===== config.mk =====
export PLATFORM = sky130hd
export DESIGN_NAME = brk_addr_match
export DESIGN_NICKNAME = d
export VERILOG_FILES = /design/src/rtl/bam_pkg.sv /design/src/rtl/bam_cfg_regs.sv /design/src/rtl/bam_mask_decode.sv /design/src/rtl/bam_qualify.sv /design/src/rtl/brk_addr_match.sv
export SDC_FILE = /design/constraint.sdc
export NUM_CORES = 1
export LEC_CHECK = 0
export BUFFER_PORTS_ARGS = -buffer_cell sky130_fd_sc_hd__buf_2
export CORE_ASPECT_RATIO = 1.25
export CORE_MARGIN = 1.5
export CORE_UTILIZATION = 42
export CTS_CLUSTER_DIAMETER = 30
export DETAILED_ROUTE_END_ITERATION = 6
export GPL_ROUTABILITY_DRIVEN = 0
export PLACE_DENSITY_LB_ADDON = 0.3
export SLEW_MARGIN = 5
export SYNTH_ARGS = -nofsm -noshare
export SYNTH_HDL_FRONTEND = slang
export SYNTH_SLANG_ARGS = --single-unit
export TNS_END_PERCENT = 30

===== constraint.sdc =====
create_clock -name clk -period 1.2 [get_ports clk]
set_input_delay 0.06 -clock clk [delete_from_list [all_inputs] [get_ports clk]]
set_output_delay 0.06 -clock clk [all_outputs]
set_load 0.03 [all_outputs]

===== src/rtl/bam_pkg.sv =====
package bam_pkg;

   localparam int unsigned CODE_W = 3;

   typedef enum logic [1:0] {
      MST_CPU  = 2'b00,
      MST_DTC  = 2'b01,
      MST_OTH2 = 2'b10,
      MST_OTH3 = 2'b11
   } bam_mstr_e;

   // number of low-order address bits left out of the comparison
   function automatic int unsigned bam_ign_bits(input logic [CODE_W-1:0] code);
      int unsigned c;
      c = int'(code);
      if (c < 4) return c;
      return (c - 3) * 4;
   endfunction

endpackage


===== src/rtl/bam_cfg_regs.sv =====
module bam_cfg_regs #(
   parameter int unsigned ADDR_W = 24,
   parameter int unsigned CODE_W = bam_pkg::CODE_W
) (
   input  logic              clk,
   input  logic              rst,
   input  logic              cfg_wr,
   input  logic              cfg_sel,
   input  logic [ADDR_W-1:0] cfg_wdata,
   output logic [ADDR_W-1:0] brk_addr_q,
   output logic [CODE_W-1:0] mask_code_q,
   output logic              dtc_ok_q
);
   localparam int unsigned SEL_BIT = CODE_W;

   if (ADDR_W <= SEL_BIT) begin : g_bad_width
      $error("bam_cfg_regs: ADDR_W too narrow for control fields");
   end

   always_ff @(posedge clk) begin
      if (rst) begin
         brk_addr_q  <= '0;
         mask_code_q <= '0;
         dtc_ok_q    <= 1'b0;
      end else if (cfg_wr) begin
         if (!cfg_sel) begin
            brk_addr_q <= cfg_wdata;
         end else begin
            mask_code_q <= cfg_wdata[CODE_W-1:0];
            dtc_ok_q    <= cfg_wdata[SEL_BIT];
         end
      end
   end

   // an address write is visible on the next cycle
   a_r2_addr_load: assert property (@(posedge clk) disable iff (rst)
      (cfg_wr && !cfg_sel) |=> (brk_addr_q == $past(cfg_wdata)));

   // reset leaves every field cleared
   a_r1_cfg_clear: assert property (@(posedge clk)
      rst |=> (brk_addr_q == '0 && mask_code_q == '0 && !dtc_ok_q));

endmodule


===== src/rtl/bam_mask_decode.sv =====
module bam_mask_decode #(
   parameter int unsigned ADDR_W = 24,
   parameter int unsigned CODE_W = bam_pkg::CODE_W
) (
   input  logic [CODE_W-1:0] code_i,
   output logic [ADDR_W-1:0] care_o
);
   localparam int unsigned MAX_IGN = 16;

   if (ADDR_W <= MAX_IGN) begin : g_bad_width
      $error("bam_mask_decode: ADDR_W must exceed the widest ignored group");
   end
   if (CODE_W != 3) begin : g_bad_code
      $error("bam_mask_decode: mask code must be 3 bits wide");
   end

   int unsigned ign;
   assign ign = bam_pkg::bam_ign_bits(code_i);

   for (genvar i = 0; i < ADDR_W; i++) begin : g_bit
      if (i >= MAX_IGN) begin : g_always
         assign care_o[i] = 1'b1;
      end else begin : g_coded
         assign care_o[i] = (i >= ign);
      end
   end

endmodule


===== src/rtl/bam_qualify.sv =====
module bam_qualify #(
   parameter int unsigned ADDR_W   = 24,
   parameter bit          FLAT_CMP = 1'b0
) (
   input  logic              clk,
   input  logic              rst,
   input  logic [ADDR_W-1:0] bus_addr,
   input  logic [1:0]        bus_mstr,
   input  logic              bus_valid,
   input  logic [ADDR_W-1:0] brk_addr,
   input  logic [ADDR_W-1:0] care,
   input  logic              dtc_ok,
   output logic              hit
);
   import bam_pkg::*;

   logic addr_eq;
   logic mstr_ok;

   if (FLAT_CMP) begin : g_flat
      assign addr_eq = ((bus_addr ^ brk_addr) & care) == '0;
   end else begin : g_bitwise
      logic [ADDR_W-1:0] bit_ok;
      for (genvar i = 0; i < ADDR_W; i++) begin : g_b
         assign bit_ok[i] = !care[i] || (bus_addr[i] == brk_addr[i]);
      end
      assign addr_eq = &bit_ok;
   end

   always_comb begin
      unique case (bam_mstr_e'(bus_mstr))
         MST_CPU: mstr_ok = 1'b1;
         MST_DTC: mstr_ok = dtc_ok;
         default: mstr_ok = 1'b0;
      endcase
   end

   assign hit = bus_valid && addr_eq && mstr_ok;

   // the ignored group is always a contiguous run at the bottom
   a_r6_mask_contig: assert property (@(posedge clk) disable iff (rst)
      (((~care) + ADDR_W'(1)) & (~care)) == '0);

   // the top bit is never ignored
   a_r5_top_kept: assert property (@(posedge clk) disable iff (rst)
      care[ADDR_W-1]);

endmodule


===== src/rtl/brk_addr_match.sv =====
module brk_addr_match #(
   parameter int unsigned ADDR_W   = 24,
   parameter bit          FLAT_CMP = 1'b0
) (
   input  logic              clk,
   input  logic              rst,
   input  logic              cfg_wr,
   input  logic              cfg_sel,
   input  logic [ADDR_W-1:0] cfg_wdata,
   input  logic [ADDR_W-1:0] bus_addr,
   input  logic [1:0]        bus_mstr,
   input  logic              bus_valid,
   output logic              brk_pulse
);
   import bam_pkg::*;

   logic [ADDR_W-1:0] brk_addr_q;
   logic [CODE_W-1:0] mask_code_q;
   logic              dtc_ok_q;
   logic [ADDR_W-1:0] care;
   logic              hit;

   bam_cfg_regs #(.ADDR_W(ADDR_W), .CODE_W(CODE_W)) u_regs (
      .clk         (clk),
      .rst         (rst),
      .cfg_wr      (cfg_wr),
      .cfg_sel     (cfg_sel),
      .cfg_wdata   (cfg_wdata),
      .brk_addr_q  (brk_addr_q),
      .mask_code_q (mask_code_q),
      .dtc_ok_q    (dtc_ok_q)
   );

   bam_mask_decode #(.ADDR_W(ADDR_W), .CODE_W(CODE_W)) u_mask (
      .code_i (mask_code_q),
      .care_o (care)
   );

   bam_qualify #(.ADDR_W(ADDR_W), .FLAT_CMP(FLAT_CMP)) u_qual (
      .clk       (clk),
      .rst       (rst),
      .bus_addr  (bus_addr),
      .bus_mstr  (bus_mstr),
      .bus_valid (bus_valid),
      .brk_addr  (brk_addr_q),
      .care      (care),
      .dtc_ok    (dtc_ok_q),
      .hit       (hit)
   );

   always_ff @(posedge clk) begin
      if (rst) brk_pulse <= 1'b0;
      else     brk_pulse <= hit;
   end

   // output cleared by reset
   a_r1_out_clear: assert property (@(posedge clk) rst |=> !brk_pulse);

   // idle bus never breaks
   a_r9_idle_quiet: assert property (@(posedge clk) disable iff (rst)
      !bus_valid |=> !brk_pulse);

   // foreign masters never break
   a_r8_foreign_quiet: assert property (@(posedge clk) disable iff (rst)
      (bus_valid && bus_mstr[1]) |=> !brk_pulse);

   // controller cycles are ignored while the select bit is clear
   a_r7_cpu_only: assert property (@(posedge clk) disable iff (rst)
      (bus_mstr == 2'b01 && !dtc_ok_q) |=> !brk_pulse);

   // an exact processor hit always pulses next cycle
   a_r10_exact_hit: assert property (@(posedge clk) disable iff (rst)
      (bus_valid && bus_mstr == 2'b00 && bus_addr == brk_addr_q) |=> brk_pulse);

endmodule


==> reports/results.txt, run 1 <==
CP endpoint kind: register
initial antenna violation count: 0
Die W: 53.9 um
final setup vio count: 1
area of the multi-input gates: 746 um2
die area: 0.00359 mm2
syn avg cell area: 7.81 um2
Chip Height: 66.6 um
Cell Chain, Critical Path: ha_1, nor2_1, a21oi_2, a31oi_1, a211oi_2
leak pwr: 0.000870 uW
Max VDD drop: 0.879 mV
power after layout: 2000 uW
hold worst-path end: brk_pulse
Setup Skew: 0.00547 ns
DP Area: 0.00170 mm2
RSZ-0062 raised after global routing: yes
fraction of layout cells with a size suffix above 1: 0.297
Min-Delay Path Class: in -> reg
Setup CP Type: reg -> reg
post-route cell area: 0.00201 mm2
r2r setup slk: -0.08 ns
GRT Util Overall: 0.226
Routed wire per std cell: 11.9 um
Post-Syn Instances: 174
Cell Pwr Density: 996 mW/mm2
Worst-Margin Slew: 0.298 ns
Area Overhead vs Synth: 48.2%
worst path bufs/invs: 0
diodes inserted: 0
drt via density: 4.74
via count: 1,397
status: complete, but fails checks
WHS: 0.0362 ns
CP max-delay cell: dfxtp_1
filler instances: 271
worst r2r dst: brk_pulse
post-CTS setup buffers: 0
Layout Utilization: 0.671
FF+latch count, synth: 29
hold_sp: bus_valid
CTS root buffer: clkbuf_4
clk buf depth: 2
Nets: 315
# rows: 22
crit-path leading delay family: compound AO/OA/AOI/OAI gates
Detailed Route Iter0 Violations: 27
CTS tree: done
Reg clk slew, reported paths: 0.09 ns
Skew-Pair Late Insertion Delay: 0.32 ns
failing checks: negative setup slack
WP data arrival: 1.49 ns
slew margin rel.: 0.802
Port Buffers: 55
crit-path max FO: 2
Inserted Clock Buffers: 5
1st-pass router iterations: 4
syn nets: 230
setup TNS: -0.0782 ns
worst reg2reg startpoint: u_regs.mask_code_q[0]
Final Hold Fails: 0
H-tree depth: 2
synthesized cell area: 0.00136 mm2
Setup WS post-layout: -0.0782 ns
Core ar.: 0.00300 mm2
DRC: 0
sequential fraction of the synthesis area: 0.427
Initial Utilization: 0.453
WP data required: 1.41 ns
Reg2Reg Depth: 5
Final ANT Viol Nets: 0
max_cap viols: 0
Post-Route WL: 3500 um
remaining global-route overflow: 0
number of global-route vias before repair: 1,357
# clock sinks: 29
storage element area: 584 um2
YS warnings: 0
first-pass GRT wire length: 5650 um
hold depth: 3
max incr delay on CP: 0.33 ns
Tmin final: 1.28 ns
Max Fclk: 782 MHz
fin. max-slew vios: 0
largest net degree at the start of global routing: 29
Top Ports: 56
Synth cell types: 21
HPWL Detailed: 2370 um
final period utilization: 1.07
CP startpoint kind: register
-- per-stage QoR --
step                cells  setup WS [ns]
finish                295        -0.0782
global route          295         -0.131
CTS                   295        -0.0346
detailed placement    264       -0.00801
global placement      264         0.0171
floorplan             174        0.00800
-- worst max-delay path by stage --
stage	cells after the start	end	start	slack, ns
after floorplan	5	brk_pulse	u_regs.mask_code_q[0]	0.008
after global placement	4	brk_pulse	u_regs.brk_addr_q[15]	0.02
after detailed placement	5	brk_pulse	u_regs.mask_code_q[0]	-0.008
after CTS	4	brk_pulse	u_regs.brk_addr_q[21]	-0.03
after global routing	4	brk_pulse	u_regs.brk_addr_q[13]	-0.13
final	5	brk_pulse	u_regs.mask_code_q[0]	-0.08
-- placed cells by master, fill, tap and decap left out, types with 2 or more instances in the layout --
cell            n
buf_2          55
xor2_1         13
dfxtp_2         3
xnor2_1        11
dlygate4sd3_1  24
nand3_1         4
buf_4           8
inv_1           2
nand4_1         3
a21oi_1        30
clkbuf_4        5
nor2b_1         2
dfxtp_1        26
nand2_1        54
o21ai_0         2
nor2_1          4
-- worst reg2reg max path, cell delays in order (launching register included) --
cell and delay [ns]:
dfxtp_1 0.33, ha_1 0.30, nor2_1 0.17, a21oi_2 0.10
a31oi_1 0.18, a211oi_2 0.09
-- synthesized netlist by cell type --
master	count	share of area
buf_2	6	0.022
o21ai_0	3	0.011
dfxtp_1	29	0.43
o41ai_2	1	0.012
nand3_1	4	0.015
a211oi_2	1	0.0092
nor2b_1	2	0.0092
ha_1	1	0.0092
nor3_1	1	0.0037
clkbuf_1	3	0.0083
nand2_1	54	0.15
o2111ai_1	1	0.0064
inv_1	2	0.0055
xnor2_1	11	0.071
nor2_1	4	0.011
a31oi_1	1	0.0046
xor2_1	13	0.084
nand2b_1	1	0.0046
nor4_1	2	0.0092
a21oi_1	31	0.11
nand4_1	3	0.014
-- cell families (layout without fill, tap and decap cells) --
family / Yosys count / count (layout) / synth area share
XOR/XNOR: 24 / 24 / 0.155
AO/OA/AOI/OAI: 38 / 38 / 0.157
adder cells (fa/ha/maj): 1 / 1 / 0.00921
flip-flops: 29 / 29 / 0.427
buffers and inverters: 11 / 96 / 0.0359
AND/OR/NAND/NOR: 71 / 71 / 0.215
-- sequential cells by signal, indices dropped and copies added (netlist names) --
name                count
u_regs.mask_code_q      3
u_regs.brk_addr_q      24
brk_pulse               1
u_regs.dtc_ok_q         1
-- metal layers --
layer  wire length, um  part of all wire  global-route usage  vias to the layer above
li1                  -                 -                   -                      746
met1              1450              0.41               0.238                      604
met2              1810              0.52               0.404                       43
met3               197             0.056              0.0852                        4
met4                41             0.012              0.0673                        0
met5                 0                 0                   0                        -
-- report_power, final --
group / internal, uW / switching (uW) / total [uW]
Clock: 276 / 313 / 589
Sequential: 1010 / 26.9 / 1030
Combinational: 212 / 172 / 383
Total: 1490 / 511 / 2000
-- cell type report --
cell class	instances	area share
clock buffers	7	0.0273
inverters	2	0.00373
multi-input cells	134	0.370
flip-flops and latches	29	0.290
well taps	36	0.0224
repair buffers	87	0.286
-- what timing repair did --
action | in CTS | in global routing
hold endpoints to repair | 27 | 0
endpoints found under the setup margin | 1 | 1
pin swaps | 2 | 1
hold buffers | 24 | 0
resized for setup | 2 | 5
Power figures use the tool's default switching activity.
==> run 2, diff against run 1 <==
Settings changed: CORE_MARGIN 1.5 to unset, CORE_UTILIZATION 42 to 30.
==> run 2 against run 1 <==
Net effect: the flow still finishes with violations (negative setup slack); sequential share of layout area is 2.6 points higher; final cell count decreased by 0.68%; wire length down 7.4%; via count decreased by 6.6%; highest routed layer unchanged.
==> reports/results.txt, run 2 (synthesis gave the netlist of run 1 again) <==
Nets: 291
initial antenna violation count: 0
CP startpoint kind: register
Min-Delay Path Class: in -> reg
fraction of layout cells with a size suffix above 1: 0.332
Final ANT Viol Nets: 0
Setup Skew: 0.00415 ns
DRC: 0
CTS tree: done
Port Buffers: 55
largest net degree at the start of global routing: 29
WP data required: 1.41 ns
crit-path leading delay family: compound AO/OA/AOI/OAI gates
die area: 0.00480 mm2
1st-pass router iterations: 4
number of global-route vias before repair: 1,261
Biggest register: u_regs.brk_addr_q
Layout Utilization: 0.420
Post-Route WL: 3240 um
RSZ-0062 raised after global routing: yes
GRT Util Overall: 0.147
slew margin rel.: 0.804
Die W: 62.2 um
WP depth: 4
Chip Height: 77.2 um
Largest regs: u_regs.brk_addr_q x24, u_regs.mask_code_q x3
fin. max-slew vios: 0
Max VDD drop: 0.660 mV
final period utilization: 1.02
Core ar.: 0.00439 mm2
via count: 1,305
drt via density: 4.45
Top Ports: 56
Worst-Margin Slew: 0.291 ns
Initial Utilization: 0.309
CTS root buffer: clkbuf_8
Routed wire per std cell: 11.1 um
worst path bufs/invs: 0
Inserted Clock Buffers: 5
# clock sinks: 29
Max Fclk: 815 MHz
diodes inserted: 0
CP endpoint kind: register
Area Overhead vs Synth: 35.7%
post-CTS setup buffers: 0
Cell Chain, Critical Path: xor2_1, o41ai_2, o2111ai_2, a211oi_2
setup TNS: -0.0271 ns
max reg flops: 24
Final Hold Fails: 0
Detailed Route Iter0 Violations: 19
first-pass GRT wire length: 5420 um
hold depth: 3
area of the multi-input gates: 757 um2
Skew-Pair Late Insertion Delay: 0.28 ns
final setup vio count: 1
# rows: 27
Tmin final: 1.23 ns
Reg clk slew, reported paths: 0.06 ns
max_cap viols: 0
leak pwr: 0.000784 uW
Setup CP Type: reg -> reg
crit-path max FO: 2
status: complete, but fails checks
commonest cells after routing, fill and taps aside: 55 x buf_2, 54 x nand2_1, 30 x a21oi_1
Cell Pwr Density: 1170 mW/mm2
WP data arrival: 1.43 ns
max incr delay on CP: 0.38 ns
Reg2Reg Depth: 4
remaining global-route overflow: 0
commonest non-fill, non-tap cell in the layout: buf_2
storage element area: 583 um2
HPWL Detailed: 2410 um
CP max-delay cell: o41ai_2
H-tree depth: 2
filler instances: 502
failing checks: negative setup slack
Setup WS post-layout: -0.0271 ns
clk buf depth: 2
## run 2: area by class of cell
| cell class | count | share of cell area |
|---|---|---|
| multi-input combinational | 134 | 0.410 |
| sequential | 29 | 0.316 |
| timing repair buffer | 63 | 0.183 |
| clock buffer | 7 | 0.0468 |
| tap | 58 | 0.0393 |
| inverter | 2 | 0.00407 |
## run 2: what timing repair did
item / in CTS / in global routing
hold buffers: 1 / 0
hold endpoints to repair: 1 / 0
setup endpoints to repair: 1 / 1
resized for setup: 6 / 3
pin swaps: 6 / 2
## run 2: final timing paths
path / startpoint / end / slack, ns
max: u_regs.brk_addr_q[15] / brk_pulse / -0.03
min: cfg_wdata[6] / u_regs.brk_addr_q[6] / 0.01
max reg2reg: u_regs.brk_addr_q[15] / brk_pulse / -0.03
min reg2reg: u_regs.dtc_ok_q / u_regs.dtc_ok_q / 0.46
## run 2: where the power goes
part / leakage (uW) / switching (uW) / total (uW) / internal [uW]
clock: 0.0000443 / 352 / 806 / 454
combinational: 0.000502 / 162 / 325 / 163
sequential: 0.000238 / 25.4 / 1030 / 1010
total: 0.000784 / 540 / 2160 / 1620
## run 2: worst reg2reg max path: cells and delay by family (launching register included)
family | cells | cell delay (ns)
AOI/OAI and AO/OA | 3 | 0.70
xor gates and xnor gates | 1 | 0.14
DFF | 1 | 0.32
## run 2: metal layers
| layer | wire length [um] | share of wire | vias up | global-route usage |
|---|---|---|---|---|
| met5 | 0 | 0 | - | 0 |
| met4 | 75 | 0.023 | 0 | 0.0837 |
| met3 | 176 | 0.054 | 5 | 0.0506 |
| met2 | 1620 | 0.50 | 33 | 0.253 |
| met1 | 1370 | 0.42 | 572 | 0.156 |
| li1 | - | - | 695 | - |
## run 2: through the flow
stage          instance area, um2  setup WS (ns)  power, uW  instances  hold slack, ns
5_1_grt                      1840         -0.113       2290        293         0.00773
3_3_place_gp                 1720        -0.0277       1370        285           0.301
2_1_floorplan                1360        0.00800       1220        174           0.196
4_1_cts                      1840        -0.0384       2200        293         0.00357
6_report                     1840        -0.0271       2160        293          0.0142
3_5_place_dp                 1720        -0.0438       1370        285           0.306
